File: src/rtl/dpg_pkg.sv
package dpg_pkg;

   typedef enum logic [1:0] {
      DPG_IDLE  = 2'd0,
      DPG_DELAY = 2'd1,
      DPG_PULSE = 2'd2
   } dpg_state_e;

endpackage

File: src/rtl/dpg_capture.sv
module dpg_capture #(
   parameter int SYNC_STAGES = 2
) (
   input  logic clk_i,
   input  logic rst_i,
   input  logic start_n_i,
   output logic event_o
);

   logic flag_q;
   logic synced;
   logic seen_q;

   // Flag set asynchronously by the low level of the trigger, cleared on the clock.
   always_ff @(posedge clk_i or negedge start_n_i) begin
      if (!start_n_i) begin
         flag_q <= 1'b1;
      end else if (rst_i || synced) begin
         flag_q <= 1'b0;
      end
   end

   generate
      if (SYNC_STAGES == 1) begin : g_single
         logic stage_q;
         always_ff @(posedge clk_i) begin
            if (rst_i) stage_q <= 1'b0;
            else       stage_q <= flag_q;
         end
         assign synced = stage_q;
      end else begin : g_chain
         logic [SYNC_STAGES-1:0] chain_q;
         always_ff @(posedge clk_i) begin
            if (rst_i) chain_q <= '0;
            else       chain_q <= {chain_q[SYNC_STAGES-2:0], flag_q};
         end
         assign synced = chain_q[SYNC_STAGES-1];
      end
   endgenerate

   always_ff @(posedge clk_i) begin
      if (rst_i) seen_q <= 1'b0;
      else       seen_q <= synced;
   end

   assign event_o = synced & ~seen_q;

endmodule

File: src/rtl/dpg_cnt.sv
module dpg_cnt #(
   parameter int W = 12
) (
   input  logic         clk_i,
   input  logic         rst_i,
   input  logic         load_i,
   input  logic         step_i,
   input  logic [W-1:0] limit_i,
   output logic         hit_o
);

   logic [W-1:0] cnt_q;

   // Loads one on phase entry so that the count equals cycles spent in the phase.
   always_ff @(posedge clk_i) begin
      if (rst_i) begin
         cnt_q <= '0;
      end else if (load_i) begin
         cnt_q <= W'(1);
      end else if (step_i) begin
         cnt_q <= cnt_q + W'(1);
      end
   end

   assign hit_o = (cnt_q == limit_i);

endmodule

File: src/rtl/dly_pulse_gen.sv
module dly_pulse_gen
   import dpg_pkg::*;
#(
   parameter int DLY_W       = 12,
   parameter int WID_W       = 13,
   parameter int DLY_RST     = 10,
   parameter int WID_RST     = 4700,
   parameter int SYNC_STAGES = 2
) (
   input  logic             clk_i,
   input  logic             rst_i,
   input  logic             start_n_i,
   input  logic [DLY_W-1:0] delay_i,
   input  logic [WID_W-1:0] width_i,
   output logic             pulse_o,
   output logic             busy_o
);

   localparam logic [DLY_W-1:0] DLY_INIT = DLY_W'(DLY_RST);
   localparam logic [WID_W-1:0] WID_INIT = WID_W'(WID_RST);

   initial begin
      assert (DLY_W >= 1 && DLY_W <= 31) else $error("DLY_W out of range");
      assert (WID_W >= 1 && WID_W <= 31) else $error("WID_W out of range");
      assert (SYNC_STAGES >= 1) else $error("SYNC_STAGES must be at least 1");
      assert (DLY_RST >= 0 && DLY_RST < (1 << DLY_W)) else $error("DLY_RST does not fit");
      assert (WID_RST >= 0 && WID_RST < (1 << WID_W)) else $error("WID_RST does not fit");
   end

   logic             evt;
   dpg_state_e       st_q, st_d;
   logic [DLY_W-1:0] dly_q;
   logic [WID_W-1:0] wid_q;
   logic             d_load, d_step, d_hit;
   logic             w_load, w_step, w_hit;
   logic             pulse_q, busy_q;
   logic             take;

   dpg_capture #(.SYNC_STAGES(SYNC_STAGES)) u_cap (
      .clk_i     (clk_i),
      .rst_i     (rst_i),
      .start_n_i (start_n_i),
      .event_o   (evt)
   );

   dpg_cnt #(.W(DLY_W)) u_dcnt (
      .clk_i   (clk_i),
      .rst_i   (rst_i),
      .load_i  (d_load),
      .step_i  (d_step),
      .limit_i (dly_q),
      .hit_o   (d_hit)
   );

   dpg_cnt #(.W(WID_W)) u_wcnt (
      .clk_i   (clk_i),
      .rst_i   (rst_i),
      .load_i  (w_load),
      .step_i  (w_step),
      .limit_i (wid_q),
      .hit_o   (w_hit)
   );

   assign take = (st_q == DPG_IDLE) && evt;

   always_comb begin
      st_d   = st_q;
      d_load = 1'b0;
      d_step = 1'b0;
      w_load = 1'b0;
      w_step = 1'b0;
      case (st_q)
         DPG_IDLE: begin
            if (evt) begin
               if (delay_i != '0) begin
                  st_d   = DPG_DELAY;
                  d_load = 1'b1;
               end else if (width_i != '0) begin
                  st_d   = DPG_PULSE;
                  w_load = 1'b1;
               end
            end
         end
         DPG_DELAY: begin
            if (d_hit) begin
               if (wid_q != '0) begin
                  st_d   = DPG_PULSE;
                  w_load = 1'b1;
               end else begin
                  st_d = DPG_IDLE;
               end
            end else begin
               d_step = 1'b1;
            end
         end
         DPG_PULSE: begin
            if (w_hit) st_d = DPG_IDLE;
            else       w_step = 1'b1;
         end
         default: st_d = DPG_IDLE;
      endcase
   end

   always_ff @(posedge clk_i) begin
      if (rst_i) begin
         st_q    <= DPG_IDLE;
         dly_q   <= DLY_INIT;
         wid_q   <= WID_INIT;
         pulse_q <= 1'b0;
         busy_q  <= 1'b0;
      end else begin
         st_q    <= st_d;
         pulse_q <= (st_d == DPG_PULSE);
         busy_q  <= (st_d != DPG_IDLE);
         if (take) begin
            dly_q <= delay_i;
            wid_q <= width_i;
         end
      end
   end

   assign pulse_o = pulse_q;
   assign busy_o  = busy_q;

endmodule

File: config.mk
export PLATFORM = sky130hd
export DESIGN_NAME = dly_pulse_gen
export DESIGN_NICKNAME = d
export VERILOG_FILES = /design/src/rtl/dpg_pkg.sv /design/src/rtl/dpg_capture.sv /design/src/rtl/dpg_cnt.sv /design/src/rtl/dly_pulse_gen.sv
export SDC_FILE = /design/constraint.sdc
export NUM_CORES = 1
export LEC_CHECK = 0
export CORE_MARGIN = 8
export CORE_UTILIZATION = 30
export CTS_CLUSTER_SIZE = 14
export DETAILED_ROUTE_END_ITERATION = 7
export DONT_BUFFER_PORTS = 1
export HOLD_SLACK_MARGIN = 0.02
export SLEW_MARGIN = 20
export SYNTH_ARGS = -nofsm -noshare
export SYNTH_HDL_FRONTEND = slang
export SYNTH_SLANG_ARGS = --single-unit
File: constraint.sdc
create_clock -name clk_i -period 5.27 [get_ports clk_i]
set_input_delay 0.7905 -clock clk_i [delete_from_list [all_inputs] [get_ports clk_i]]
set_output_delay 0.7905 -clock clk_i [all_outputs]
set_load 0.03 [all_outputs]
==> metrics.md <==
| Metric | Value |
|---|---|
| Effective utilization at floorplan | between 30 and 40% |
| Number of standard cells in the final layout excluding fillers | 440 |
| Highest Clock Rate | 0.448 GHz |
| Number of hold-slack violations in the final timing report | 0 |
| Largest net degree at the start of global routing | 38 |
| Outcome | complete, no violations |
| Required time reported for the critical path endpoint | about 5.5 ns |
| Period utilisation layout | 42.3% |
| Netlist area before placement | 0.00275 sq mm |
| Latest clock arrival within the worst-skew pair | around 0.34 ns |
| Yosys warning count | 0 |
| TritonCTS clock tree | yes |
| Overflow left after global routing | 0 |
| Boundary Pins | 30 |
| Startpoint kind of the worst setup timing path | input port |
| Mean instance size in the synthesized netlist | around 8.4 sq um |
| Slowest cell on crit path | sky130_fd_sc_hd__nor4_1 |
| Kind of cell adding the most delay to the critical path | simple AND/OR/NAND/NOR gates |
| IR Drop Worst-Case VDD | 0.000155 V |
| Cell breakdown of the critical path | nor4_1 > nand4_1 > and3_1 > a211o_1 > a21oi_1 |
| Site row count | 35 |
| HP Class | in -> async |
| Buffers from clock root to sink, at most | 2 |
| # port buffers | 0 |
| Syn Inst Count | approximately 330 |
| First-pass detailed-route iteration total | 4 |
| Sequential element share of the synthesized area | around 42% |
| First-pass GRT wire length | approximately 12000 um |
| Leading cell types in the layout, fill and taps excluded | sky130_fd_sc_hd__nand2_1, sky130_fd_sc_hd__dfxtp_1, sky130_fd_sc_hd__a21oi_1 |
| CTS Buf Count | 9 |
| Cell total after placement | between 400 and 500 |
| Met2 usage in global routing | roughly 17% |
| Via total after detailed routing | between 2000 and 2500 |
| Antenna cells | 0 |
| Number of max-slew violations in the final report | 0 |
| Endpoint type of the worst setup path | flop |
| Final critical-path setup slack | approximately 3 ns |
| Detail Placement HPWL | approximately 4900 um |
| Most common cell after layout, fill and taps aside | sky130_fd_sc_hd__nand2_1 |
| Cell types occupying the most area after synthesis | sky130_fd_sc_hd__dfxtp_1, sky130_fd_sc_hd__nand2_1, sky130_fd_sc_hd__xor2_1 |
| Number of maximum-capacitance constraint violations | 0 |
| Post-CTS setup buffer count | 0 |
| WP buf/inv | 0 |
| Drt initial violations | between 90 and 100 |
| Number of flip-flops and latches in the synthesized netlist | between 50 and 60 |
| Number of library cell types mapped by synthesis | 45 |
| Crit path arrival time | about 2.5 ns |
| Delay of the slowest cell on the worst path | between 0.5 and 0.6 ns |
| Cell chosen for the clock root | sky130_fd_sc_hd__clkbuf_8 |
| Tot GR Track Use | a little under an eighth |
| TNS Setup | 0 ns |
| Share of synthesized area spent on multiplexers | less than 1% |
| Synth top area share | between 40% and 50% |
| TritonCTS Sinks | between 50 and 60 |
| Minimum clock period | roughly 2.2 ns |
| Final estimated routing congestion in global placement | a little over 0.8 |
| Count of fill cells added during filler insertion | just over 900 |
| Initial antenna violation count | 0 |
| Arithmetic-cell share of the synthesized area counting full adders, half adders and majority gates | less than 1% |
| Std-Cell Core Area | about 0.0091 sq mm |
| Synthesized-area fraction occupied by ao, oa, aoi and oai cells | between 10% and 20% |
| Synthesized netlist net count | around 360 |
| Final setup violation count | 0 |
| Fraction of layout instances using a drive strength above 1 | roughly 7.0% |
| Die W | about 110 um |
| Worst-path fanout max | 12 |
| Final antenna-violating net count | 0 |
| Die Ht | roughly 110 um |
| Reg clk slew, reported paths | roughly 0.06 ns |
| Slew at the pin with the worst max-slew slack | roughly 0.7 ns |
| Post-place setup slack | ~2.7 ns |
| Ratio of routed vias to standard cells | 5.38 |
| Number of global-route vias before repair | 2355 |
| Mean routed wirelength per cell | about 15 um |
| Met3 usage in global routing | around 4.0% |
| Combinational family with the most area after synthesis | simple AND/OR/NAND/NOR gates |
| Fraction of the core area covered by cells at the end of the flow | between 30% and 40% |
| Number of H-tree levels | 3 |
| Fraction of met1 tracks used by global routing | 14.0% |
| Worst slew margin relative to its limit | between 50% and 60% |
| Global-route layer with the greatest usage | met2 |
| Clock tree skew after final layout | slightly above 0.009 ns |
| Number of buffers inserted for hold repair after clock tree synthesis | 0 |
| Fin nets | roughly 350 |
| Leakage power of the design | between 0.001 and 0.0015 uW |
| Post-CTS resize count | 0 |
| Worst Setup Path Type | in -> reg |
| Area added between synthesis and finish | 10.7% |
| Simple-gate portion of the synthesized area | 28.7% |
| Final WL | slightly below 7000 um |
| DRC viols | 0 |
| Yosys top cell by area | sky130_fd_sc_hd__dfxtp_1 |
| Unrepaired setup endpoints after global routing | false |
| Die Footprint | approximately 0.012 sq mm |
| Pwr dens | about 290 mW/mm^2 |
| XOR/XNOR Fraction of Synth Area | approximately 8.3% |
-- stage by stage --
step / power [uW] / instance area (sq um) / hold slack (ns)
after floorplan: 458 / 2750 / 0.371
after global placement: 456 / 2830 / 0.417
after detailed placement: 455 / 2830 / 0.435
after CTS: 890 / 3040 / 0.269
after global routing: 910 / 3040 / 0.259
final: 878 / 3040 / 0.285
-- layout make-up --
cell class / instances / area, sq um / area share [%]
clock buffers: 14 / 173 / 5.68
clock inverters: 2 / 35.0 / 1.15
inverters: 4 / 15.0 / 0.494
multi-input cells: 249 / 1500 / 49.2
flip-flops and latches: 58 / 1170 / 38.4
well taps: 111 / 139 / 4.57
repair buffers: 2 / 15.0 / 0.494
-- synth_stat cells --
library cell / instances
sky130_fd_sc_hd__o21ai_0: 8
sky130_fd_sc_hd__o21a_1: 1
sky130_fd_sc_hd__nor3_1: 1
sky130_fd_sc_hd__nand4_1: 6
sky130_fd_sc_hd__a31o_2: 1
sky130_fd_sc_hd__o41ai_1: 2
sky130_fd_sc_hd__dfstp_2: 1
sky130_fd_sc_hd__or4b_1: 1
sky130_fd_sc_hd__nor4b_2: 1
sky130_fd_sc_hd__nand3_1: 8
sky130_fd_sc_hd__nor2_1: 8
sky130_fd_sc_hd__and4_1: 2
sky130_fd_sc_hd__buf_2: 4
sky130_fd_sc_hd__nand2b_1: 2
sky130_fd_sc_hd__nor2b_1: 5
sky130_fd_sc_hd__or2_2: 1
sky130_fd_sc_hd__nand2_1: 62
sky130_fd_sc_hd__a211o_1: 1
sky130_fd_sc_hd__ha_1: 2
sky130_fd_sc_hd__o31ai_1: 9
sky130_fd_sc_hd__mux2i_1: 2
sky130_fd_sc_hd__clkbuf_2: 1
sky130_fd_sc_hd__nor4_1: 13
sky130_fd_sc_hd__a21o_1: 1
sky130_fd_sc_hd__dfxtp_1: 57
sky130_fd_sc_hd__inv_1: 4
sky130_fd_sc_hd__or4_1: 11
sky130_fd_sc_hd__buf_6: 1
sky130_fd_sc_hd__clkbuf_1: 9
sky130_fd_sc_hd__xnor2_1: 1
sky130_fd_sc_hd__o311ai_0: 2
sky130_fd_sc_hd__a41o_2: 1
sky130_fd_sc_hd__or3_1: 10
sky130_fd_sc_hd__a32oi_1: 1
sky130_fd_sc_hd__buf_4: 1
sky130_fd_sc_hd__nand3b_1: 8
sky130_fd_sc_hd__nor4_2: 1
sky130_fd_sc_hd__a31oi_1: 4
sky130_fd_sc_hd__and2_1: 1
sky130_fd_sc_hd__o31a_1: 1
sky130_fd_sc_hd__o211ai_1: 1
sky130_fd_sc_hd__or3b_2: 1
sky130_fd_sc_hd__a21oi_1: 38
sky130_fd_sc_hd__xor2_1: 25
sky130_fd_sc_hd__and3_1: 6
-- state kept, by name, indices dropped and copies added, names as in the netlist --
name	flops
u_wcnt.cnt_q	13
u_dcnt.cnt_q	12
pulse_o	1
u_cap.g_chain.chain_q	2
u_cap.seen_q	1
wid_q	13
busy_o	1
st_q	2
u_cap.flag_q	1
dly_q	12
-- kinds of logic after synthesis --
family          after synthesis
compound gates               71
mux                           2
buf+inv                      20
simple gates                148
flops                        58
fa+ha+maj                     2
xor+xnor                     26
-- power breakdown --
group / internal, uW / switching, uW / leakage (uW) / total [uW]
clock network: 257 / 176 / 0.000107 / 432
registers: 438 / 0.00000000000262 / 0.000469 / 438
logic: 3.17 / 4.04 / 0.000533 / 7.21
total: 698 / 180 / 0.00111 / 878
-- worst register-to-register path, cell delays in order (launching register included) --
cell,delay [ns]
sky130_fd_sc_hd__dfxtp_1,0.37
sky130_fd_sc_hd__xor2_1,0.18
sky130_fd_sc_hd__nor4_1,0.63
sky130_fd_sc_hd__a41o_2,0.54
sky130_fd_sc_hd__mux2i_1,0.23
sky130_fd_sc_hd__nor2_1,0.05
-- worst paths after layout --
kind                                     startpoint               to  slack (ns)  cells past startpoint
min                                       start_n_i     u_cap.flag_q        0.29                      0
min reg2reg                u_cap.g_chain.chain_q[1]     u_cap.flag_q        0.44                      1
min in group clk_i         u_cap.g_chain.chain_q[1]     u_cap.flag_q        0.44                      1
max                                      width_i[0]  u_wcnt.cnt_q[6]        3.04                      5
max reg2reg                         u_wcnt.cnt_q[2]  u_wcnt.cnt_q[1]        3.14                      5
max in group asynchronous                 start_n_i     u_cap.flag_q        4.97                      0
-- routing by layer --
metal	wire length, um	part of all wire [%]
met5	0	0
met3	409	6.0
met2	3070	45
met1	3100	46
met4	218	3.2
(Power assumes the default switching activity.)
